<file path="src/rtl/qtx_pkg.sv">
package qtx_pkg;
  typedef logic [1:0] quat_t;  // {sign, mag}: 10=+3 11=+1 01=-1 00=-3
  localparam int unsigned QTX_FRAME_SYMS = 120;
  localparam int unsigned QTX_SYNC_SYMS  = 9;
  localparam int unsigned QTX_SF_FRAMES  = 8;
  localparam int unsigned QTX_SCR_ORDER  = 23;
  localparam int unsigned QTX_SCR_TAP    = 5;
endpackage

</file>
<file path="src/rtl/qtx_pair_buf.sv">
module qtx_pair_buf (
  input  logic       clk_i,
  input  logic       rst_ni,
  input  logic       bit_i,
  input  logic       valid_i,
  output logic       ready_o,
  input  logic       take_i,
  output logic [1:0] pair_o,
  output logic       full_o
);
  logic [1:0] cnt_q;
  logic [1:0] pair_q;

  assign ready_o = (cnt_q != 2'd2);
  assign full_o  = (cnt_q == 2'd2);
  assign pair_o  = pair_q;

  always_ff @(posedge clk_i or negedge rst_ni) begin
    if (!rst_ni) begin
      cnt_q  <= '0;
      pair_q <= '0;
    end else if (take_i) begin
      cnt_q <= '0;
    end else if (valid_i && ready_o) begin
      if (cnt_q == 2'd0) pair_q[1] <= bit_i;
      else               pair_q[0] <= bit_i;
      cnt_q <= cnt_q + 2'd1;
    end
  end

  a_r9_no_overflow: assert property (@(posedge clk_i) disable iff (!rst_ni)
    cnt_q <= 2'd2);
  a_r8_take_full: assert property (@(posedge clk_i) disable iff (!rst_ni)
    take_i |-> full_o);
  a_r9_full_holds: assert property (@(posedge clk_i) disable iff (!rst_ni)
    (full_o && !take_i) |=> full_o && $stable(pair_o));
endmodule

</file>
<file path="src/rtl/qtx_scrambler.sv">
module qtx_scrambler #(
  parameter int unsigned ORDER = qtx_pkg::QTX_SCR_ORDER,
  parameter int unsigned TAP   = qtx_pkg::QTX_SCR_TAP
) (
  input  logic       clk_i,
  input  logic       rst_ni,
  input  logic       step_i,
  input  logic [1:0] d_i,
  output logic [1:0] q_o
);
  logic [ORDER:1] hist_q;
  logic b_first, b_second;

  // two serial steps per symbol, first bit feeds the second
  assign b_first  = d_i[1] ^ hist_q[TAP]   ^ hist_q[ORDER];
  assign b_second = d_i[0] ^ hist_q[TAP-1] ^ hist_q[ORDER-1];
  assign q_o = {b_first, b_second};

  always_ff @(posedge clk_i or negedge rst_ni) begin
    if (!rst_ni)     hist_q <= '0;
    else if (step_i) hist_q <= {hist_q[ORDER-2:1], b_first, b_second};
  end

  a_r5_hold_in_sync: assert property (@(posedge clk_i) disable iff (!rst_ni)
    !step_i |=> $stable(hist_q));
endmodule

</file>
<file path="src/rtl/qtx_seq.sv">
module qtx_seq #(
  parameter int unsigned FRAME_SYMS = qtx_pkg::QTX_FRAME_SYMS,
  parameter int unsigned SYNC_SYMS  = qtx_pkg::QTX_SYNC_SYMS,
  parameter int unsigned SF_FRAMES  = qtx_pkg::QTX_SF_FRAMES,
  localparam int unsigned SW = $clog2(FRAME_SYMS),
  localparam int unsigned FW = (SF_FRAMES > 1) ? $clog2(SF_FRAMES) : 1
) (
  input  logic          clk_i,
  input  logic          rst_ni,
  input  logic          adv_i,
  output logic [SW-1:0] sym_o,
  output logic          in_sync_o,
  output logic          frame_first_o,
  output logic          sf_first_o
);
  logic [SW-1:0] sym_q;
  logic [FW-1:0] frm_q;
  logic          last_sym;

  assign last_sym      = (sym_q == SW'(FRAME_SYMS - 1));
  assign sym_o         = sym_q;
  assign in_sync_o     = (sym_q < SW'(SYNC_SYMS));
  assign frame_first_o = (sym_q == '0);
  assign sf_first_o    = (frm_q == '0);

  always_ff @(posedge clk_i or negedge rst_ni) begin
    if (!rst_ni) begin
      sym_q <= '0;
      frm_q <= '0;
    end else if (adv_i) begin
      sym_q <= last_sym ? '0 : sym_q + SW'(1);
      if (last_sym)
        frm_q <= (frm_q == FW'(SF_FRAMES - 1)) ? '0 : frm_q + FW'(1);
    end
  end

  a_r1_sym_range: assert property (@(posedge clk_i) disable iff (!rst_ni)
    sym_q < SW'(FRAME_SYMS));
  a_r3_frm_range: assert property (@(posedge clk_i) disable iff (!rst_ni)
    frm_q <= FW'(SF_FRAMES - 1));
  a_r8_idle_stable: assert property (@(posedge clk_i) disable iff (!rst_ni)
    !adv_i |=> $stable(sym_q) && $stable(frm_q));
endmodule

</file>
<file path="src/rtl/qtx_framer.sv">
module qtx_framer #(
  parameter int unsigned FRAME_SYMS = qtx_pkg::QTX_FRAME_SYMS,
  parameter int unsigned SYNC_SYMS  = qtx_pkg::QTX_SYNC_SYMS,
  parameter int unsigned SF_FRAMES  = qtx_pkg::QTX_SF_FRAMES,
  parameter int unsigned SCR_ORDER  = qtx_pkg::QTX_SCR_ORDER,
  parameter int unsigned SCR_TAP    = qtx_pkg::QTX_SCR_TAP,
  // bit k = sign of sync symbol k (1 = +3)
  parameter logic [SYNC_SYMS-1:0] SYNC_SIGN = 9'b110100011,
  localparam int unsigned SW = $clog2(FRAME_SYMS)
) (
  input  logic       clk_i,
  input  logic       rst_ni,
  input  logic       sym_en_i,
  input  logic       pl_data_i,
  input  logic       pl_valid_i,
  output logic       pl_ready_o,
  output logic       sym_valid_o,
  output logic [1:0] sym_code_o,
  output logic       frame_start_o,
  output logic       sframe_start_o
);
  import qtx_pkg::*;

  logic          full, take, adv;
  logic [1:0]    pair, scr_pair;
  logic [SW-1:0] sym;
  logic          in_sync, frame_first, sf_first;
  logic          sync_sign;
  quat_t         code_d;

  qtx_pair_buf u_buf (
    .clk_i, .rst_ni,
    .bit_i(pl_data_i), .valid_i(pl_valid_i), .ready_o(pl_ready_o),
    .take_i(take), .pair_o(pair), .full_o(full)
  );

  qtx_seq #(.FRAME_SYMS(FRAME_SYMS), .SYNC_SYMS(SYNC_SYMS), .SF_FRAMES(SF_FRAMES)) u_seq (
    .clk_i, .rst_ni, .adv_i(adv),
    .sym_o(sym), .in_sync_o(in_sync), .frame_first_o(frame_first), .sf_first_o(sf_first)
  );

  qtx_scrambler #(.ORDER(SCR_ORDER), .TAP(SCR_TAP)) u_scr (
    .clk_i, .rst_ni, .step_i(take), .d_i(pair), .q_o(scr_pair)
  );

  assign adv  = sym_en_i && (in_sync || full);
  assign take = adv && !in_sync;

  always_comb begin
    sync_sign = 1'b0;
    for (int i = 0; i < int'(SYNC_SYMS); i++)
      if (sym == SW'(i)) sync_sign = SYNC_SIGN[i];
  end

  // superframe marks: sign inversion of every sync symbol, outer level kept
  assign code_d = in_sync ? quat_t'({sync_sign ^ sf_first, 1'b0}) : quat_t'(scr_pair);

  always_ff @(posedge clk_i or negedge rst_ni) begin
    if (!rst_ni) begin
      sym_valid_o    <= 1'b0;
      sym_code_o     <= '0;
      frame_start_o  <= 1'b0;
      sframe_start_o <= 1'b0;
    end else begin
      sym_valid_o    <= adv;
      frame_start_o  <= adv && frame_first;
      sframe_start_o <= adv && frame_first && sf_first;
      if (adv) sym_code_o <= code_d;
    end
  end

  a_r1_fs_with_valid: assert property (@(posedge clk_i) disable iff (!rst_ni)
    frame_start_o |-> sym_valid_o);
  a_r3_sf_in_frame: assert property (@(posedge clk_i) disable iff (!rst_ni)
    sframe_start_o |-> frame_start_o);
  a_r10_one_cycle: assert property (@(posedge clk_i) disable iff (!rst_ni)
    adv |=> sym_valid_o);
  a_r8_no_enable_no_symbol: assert property (@(posedge clk_i) disable iff (!rst_ni)
    !sym_en_i |=> !sym_valid_o);
  a_r2_sync_no_payload: assert property (@(posedge clk_i) disable iff (!rst_ni)
    (in_sync && full) |=> full);
endmodule

</file>
<file path="config.mk">
export PLATFORM = sky130hd
export DESIGN_NAME = qtx_framer
export DESIGN_NICKNAME = d
export VERILOG_FILES = /design/src/rtl/qtx_pkg.sv /design/src/rtl/qtx_pair_buf.sv /design/src/rtl/qtx_scrambler.sv /design/src/rtl/qtx_seq.sv /design/src/rtl/qtx_framer.sv
export SDC_FILE = /design/constraint.sdc
export NUM_CORES = 1
export LEC_CHECK = 0
export BUFFER_PORTS_ARGS = -buffer_cell sky130_fd_sc_hd__buf_2
export CAP_MARGIN = 20
export CORE_AREA = 8 8 65 78
export CTS_CLUSTER_DIAMETER = 120
export DETAILED_ROUTE_END_ITERATION = 8
export DIE_AREA = 0 0 73 86
export HOLD_SLACK_MARGIN = 0.08
export PLACE_DENSITY = 0.76
export REMOVE_ABC_BUFFERS = 1
export SYNTH_ARGS = -nofsm -noshare
export SYNTH_HDL_FRONTEND = slang
export SYNTH_SLANG_ARGS = --single-unit
</file>
<file path="constraint.sdc">
create_clock -name clk_i -period 2.55 [get_ports clk_i]
set_input_delay 0.1275 -clock clk_i [delete_from_list [all_inputs] [get_ports clk_i]]
set_output_delay 0.1275 -clock clk_i [all_outputs]
set_load 0.01 [all_outputs]
</file>
==> results of run 1 <==
[synthesized netlist by cell type, types with 3 or more instances]
library cell	instances	area share
inv_1	9	0.016
nor2_1	5	0.0091
nand2b_1	3	0.0091
ha_1	10	0.061
a21o_1	4	0.015
nor3_1	3	0.0073
nand3_1	3	0.0073
nand2_1	22	0.040
dfrtp_1	42	0.51
o21ai_0	5	0.012
mux2_2	22	0.12
[repair_timing]
item | CTS | global route
endpoints found under the hold margin | 42 | 0
endpoints found under the setup margin | 0 | 0
hold buffers | 1 | 0
[worst paths after layout]
kind                                   from                to  slack, ns  cells after the start
max                          u_seq.sym_o[0]    u_seq.frm_q[2]       0.54                      4
min                               pl_data_i   u_buf.pair_o[1]        0.1                      2
max reg2reg                  u_seq.sym_o[0]    u_seq.frm_q[2]       0.54                      4
min reg2reg                u_scr.hist_q[21]  u_scr.hist_q[23]       0.47                      2
max in group asynchronous            rst_ni    u_seq.sym_o[3]       1.50                      2
min in group asynchronous            rst_ni  u_scr.hist_q[14]       0.50                      2
[final cells by class]
type	instances	area, um2	share of cell area
inverter	9	33.8	0.0151
timing repair buffer	12	67.6	0.0302
clock buffer	5	68.8	0.0308
sequential	42	1050	0.470
clock inverter	2	10.0	0.00447
multi-input combinational	113	938	0.419
tap	54	67.6	0.0302
[state kept, by name, indices dropped and copies added, names as in the netlist, 2 cells and up]
signal / count
u_buf.cnt_q: 2
u_scr.hist_q: 23
u_buf.pair_o: 2
sym_code_o: 2
u_seq.frm_q: 3
u_seq.sym_o: 7
[power groups by stage]
stage | clock (uW) | sequential [uW] | combinational (uW)
after CTS | 410 | 1040 | 722
after global placement | 0 | 1040 | 682
after global routing | 428 | 1070 | 806
after detailed placement | 0 | 1050 | 719
final | 391 | 1040 | 713
after floorplan | 0 | 1030 | 536
[metal layers]
metal / part of all wire / wire, um
met5: 0 / 0
met4: 0.0099 / 33
met3: 0.036 / 121
met2: 0.54 / 1810
met1: 0.41 / 1370
[per-stage QoR]
stage / instances / power, uW / cell area [um2] / hold WS [ns] / util
floorplan: 164 / 1570 / 2020 / -0.168 / -
global placement: 229 / 1720 / 2150 / 0.283 / 0.558
detailed placement: 229 / 1770 / 2150 / 0.302 / 0.558
CTS: 237 / 2170 / 2240 / 0.0859 / 0.581
global route: 237 / 2310 / 2240 / 0.0877 / 0.581
finish: 237 / 2140 / 2240 / 0.0960 / 0.581
[logic make-up (layout without fill, tap and decap cells)]
group                      after synthesis  after routing  share of synthesized area
and+or+nand+nor                         51             51                      0.141
DFF                                     42             42                      0.511
AOI/OAI and AO/OA                       24             24                     0.0979
muxes                                   24             24                      0.133
buffers and inverters                   13             28                     0.0328
adders and majority gates               10             10                     0.0608
xor gates and xnor gates                 4              4                     0.0237
==> summary.md, run 1 <==
| Metric | Value |
|---|---|
| Outcome | `complete, no violations` |
| Worst Path Buf+Inv | `0` |
| Vias per Instance | `5.35` |
| Total global routing overflow | `0` |
| Relative slew slack | `0.407` |
| Seq/Total Area, Yosys | `0.511` |
| Starting DRT DRC Count | `65` |
| Initial core utilization | `0.535` |
| Die area | `6280 um2` |
| Internal | `1420 uW` |
| WP data required | `2.73 ns` |
| Clock Tree Buf Depth | `2` |
| Sw power | `729 uW` |
| Synth Warn # | `0` |
| Final worst slack | `0.543 ns` |
| Area growth from synthesis to final layout | `8.76%` |
| Min Tclk post-route | `2.01 ns` |
| Worst hold path class | `primary input to register` |
| Max Cap Violations | `0` |
| CTS buffer count | `5` |
| Core box area | `3850 um2` |
| Final Net Count | `198` |
| Main synth FF type | `dfrtp_1` |
| DRC violations left | `0` |
| Met1 Use GR | `0.133` |
| Post-CTS Resized | `0` |
| CP max-delay cell | `dfrtp_1` |
| Proportion of layout cells with a drive suffix above 1 | `0.279` |
| Met2 GRT Util | `0.214` |
| Switching part of the total | `0.340` |
| Clk pin slew, worst setup/hold paths | `0.07 ns` |
| Setup-failing EPs final | `0` |
| Diode count | `0` |
| CTS tree | `done` |
| Post-Syn Area | `2060 um2` |
| Row cnt | `25` |
| Slowest stage delay, CP | `0.53 ns` |
| Worst Setup Path Type | `register to register` |
| Setup crit end kind | `register` |
| F_max | `498 MHz` |
| Global-route wire length before repair | `6020 um` |
| Vias in the first global route | `1359` |
| Post-CTS Setup Repair Bufs | `0` |
| Die height | `86 um` |
| RSZ-0062 raised after global routing | `false` |
| Kind of cell adding the most delay to the critical path | `simple AND/OR/NAND/NOR gates` |
| Pleak | `0.00111 uW` |
| Most common cell after layout, fill and taps aside | `dfrtp_1` |
| #FFs+latches synth | `42` |
| Wirelength per Cell | `14.0 um` |
| ANT nets after route | `0` |
| Clk root buf | `clkbuf_8` |
| Clock sinks | `42` |
| Largest net degree at the start of global routing | `43` |
| Arrival time worst endpoint | `2.18 ns` |
| Antenna violations before repair | `0` |
| Synth Instances | `168` |
| # IOs | `11` |
| Post-detail-place hpwl | `2450 um` |
| EDFF count, synth | `0` |
| Chip width | `73 um` |
| Crit path cell chain | `ha_1 > nand4_2 > nor4_4 > mux2_2` |
| Register share of total power | `0.485` |
| Comb pwr share | `0.332` |
| Place WS | `0.551 ns` |
| Worst Path Max Fanout | `9` |
| Distinct cells, synth | `46` |
| First drt pass iteration count | `4` |
| P per Cell Area | `959 nW/um2` |
| CP Launch Type | `register` |
| Most crowded layer after global routing | `met2` |
| VDD IR max | `0.574 mV` |
| GR Util All Layers | `0.122` |
| Post-route setup TNS | `0 ns` |
| Clock skew | `0.00329 ns` |
| Port Buffers | `10` |
| Worst-skew pair later-pin latency | `0.29 ns` |
| Vias | `1269` |
| Met3 GRT Util | `0.0350` |
| Post-synthesis async set-or-reset flop share | `1.00` |
| GPL Wtd Cong | `0.798` |
| Final WL | `3330 um` |
| Most frequent cells in the layout | `42 x dfrtp_1, 22 x nand2_1, 22 x mux2_2, 10 x ha_1, 10 x buf_2` |
| Synthesized area per cell | `12.2 um2` |
| Pins Over Slew Limit | `0` |
| Final hold vios | `0` |
| Final period util | `0.787` |
| Worst-Margin Slew | `0.889 ns` |
| H-tree depth | `2` |
| Clock Power Share | `0.182` |
| Fillers | `353` |
(Power assumes the default switching activity.)
==> inputs of run 2 (changes only) <==
clock period = 2.1 ns   (was 2.55 ns; I/O delays follow)
==> run 2 against run 1 <==
  * Power increased by 26%
  * Combinational power increased by 24%
  * Core utilization increased by 1.2 points
==> summary.md, run 2 (synthesized netlist as in run 1, its figures left out) <==
| Metric | Value |
|---|---|
| Antenna violations before repair | `0` |
| Placed cell count | `230` |
| CP Launch Type | `register` |
| VDD IR max | `0.739 mV` |
| Critical path launch point | `u_seq.sym_o[0]` |
| Setup crit end kind | `register` |
| Clock skew | `0.00729 ns` |
| Worst hold path class | `primary input to register` |
| Clk pin slew, worst setup/hold paths | `0.08 ns` |
| Worst-Margin Slew | `0.913 ns` |
| Worst Setup Path Type | `register to register` |
| Post-CTS Setup Repair Bufs | `0` |
| RR Startpoint | `u_seq.sym_o[0]` |
| Min Tclk post-route | `1.97 ns` |
| Max Cap Violations | `0` |
| Hold path start | `pl_valid_i` |
| Row cnt | `25` |
| Max reg flops | `23` |
| Relative slew slack | `0.391` |
| P per Cell Area | `1180 nW/um2` |
| Pins Over Slew Limit | `0` |
| WP data required | `2.27 ns` |
| Diode count | `0` |
| Outcome | `complete, no violations` |
| Post-route setup TNS | `0 ns` |
| Largest net degree at the start of global routing | `43` |
| Setup-failing EPs final | `0` |
| ANT nets after route | `0` |
| Vias in the first global route | `1344` |
| Worst-skew pair later-pin latency | `0.29 ns` |
| Reg2reg setup slack | `0.13 ns` |
| Worst hold path depth | `3` |
| Arrival time worst endpoint | `2.14 ns` |
| First drt pass iteration count | `4` |
| Final period util | `0.939` |
| Port Buffers | `10` |
| GPL Wtd Cong | `0.817` |
| Placed cell area | `2170 um2` |
| Place WS | `0.149 ns` |
| H-tree depth | `2` |
| Global-route wire length before repair | `6320 um` |
| Pleak | `0.00112 uW` |
| Wirelength per Cell | `14.9 um` |
| Total global routing overflow | `0` |
| Hold EP | `u_buf.cnt_q[0]` |
| Vias per Instance | `5.47` |
| RSZ-0062 raised after global routing | `false` |
| Clock Tree Buf Depth | `2` |
| Top reg by flops | `u_scr.hist_q` |
| Starting DRT DRC Count | `81` |
| Most common cell after layout, fill and taps aside | `dfrtp_1` |
| Final WL | `3580 um` |
| Post-detail-place hpwl | `2570 um` |
| F_max | `507 MHz` |
| Reg2Reg Capture Point | `sym_code_o[1]` |
| Non-filler cells, final | `240` |
| Clk root buf | `clkbuf_8` |
| Chip width | `73 um` |
| Cts hold-fix bufs | `2` |
| Die height | `86 um` |
| Initial core utilization | `0.535` |
| Final hold vios | `0` |
| Worst Path Max Fanout | `8` |
| Post-CTS Resized | `0` |
| Design Area, Final | `2280 um2` |
| CTS tree | `done` |
| GR Util All Layers | `0.129` |
| CTS buffer count | `5` |
| Clock sinks | `42` |
| Core box area | `3850 um2` |
| Area growth from synthesis to final layout | `11.0%` |
| Final Net Count | `200` |
| Most frequent cells in the layout | `42 x dfrtp_1, 22 x nand2_1, 22 x mux2_2, 10 x ha_1, 10 x buf_2` |
| Total Power | `2700 uW` |
| DRC violations left | `0` |
| Final worst slack | `0.128 ns` |
| Die area | `6280 um2` |
| Proportion of layout cells with a drive suffix above 1 | `0.285` |
| # IOs | `11` |
| R2r worst-path depth | `5` |
| Vias | `1312` |
-- run 2: cell count changes in the layout (fill, tap and decap cells not counted), sizes merged --
cell         delta
buf             +1
clkbuf          +1
clkinv          -1
clkinvlp        +1
dlygate4sd3     +1
-- run 2: final cells by class --
class	count	area, um2
Clock buffer	6	82.6
Clock inverter	2	12.5
Fill cell	329	1560
Inverter	9	33.8
Multi-Input combinational cell	113	938
Sequential cell	42	1050
Tap cell	54	67.6
Timing Repair Buffer	14	97.6
-- run 2: critical path: stages, from the launching register on --
cell and delay (ns):
dfrtp_1 0.48, ha_1 0.31, and2_1 0.20, o32a_1 0.36, a31oi_1 0.15, or3b_1 0.35
-- run 2: worst max-delay path by stage --
stage          slack [ns]             to
2_1_floorplan        0.27  sym_code_o[1]
3_3_place_gp         0.23  sym_code_o[1]
3_5_place_dp         0.15  sym_code_o[1]
4_1_cts              0.13  sym_code_o[1]
5_1_grt              0.02  sym_code_o[1]
6_report             0.13  sym_code_o[1]
-- run 2: stage by stage --
stage | hold WS (ns) | utilization
2_1_floorplan | -0.191 | -
3_3_place_gp | 0.264 | 0.564
3_5_place_dp | 0.283 | 0.564
4_1_cts | 0.132 | 0.593
5_1_grt | 0.141 | 0.593
6_report | 0.131 | 0.593
-- run 2: metal layers --
metal | vias up | wire length [um] | global-route usage
met2 | 17 | 1930 | 0.221
met3 | 9 | 98 | 0.0385
li1 | 625 | - | -
met5 | - | 0 | 0
met4 | 0 | 62 | 0.0529
met1 | 661 | 1480 | 0.145
-- run 2: report_power, final --
| group | total (uW) | switching (uW) | internal (uW) |
|---|---|---|---|
| Sequential | 1280 | 233 | 1050 |
| Combinational | 885 | 421 | 464 |
| Clock | 535 | 271 | 264 |
| Total | 2700 | 926 | 1780 |
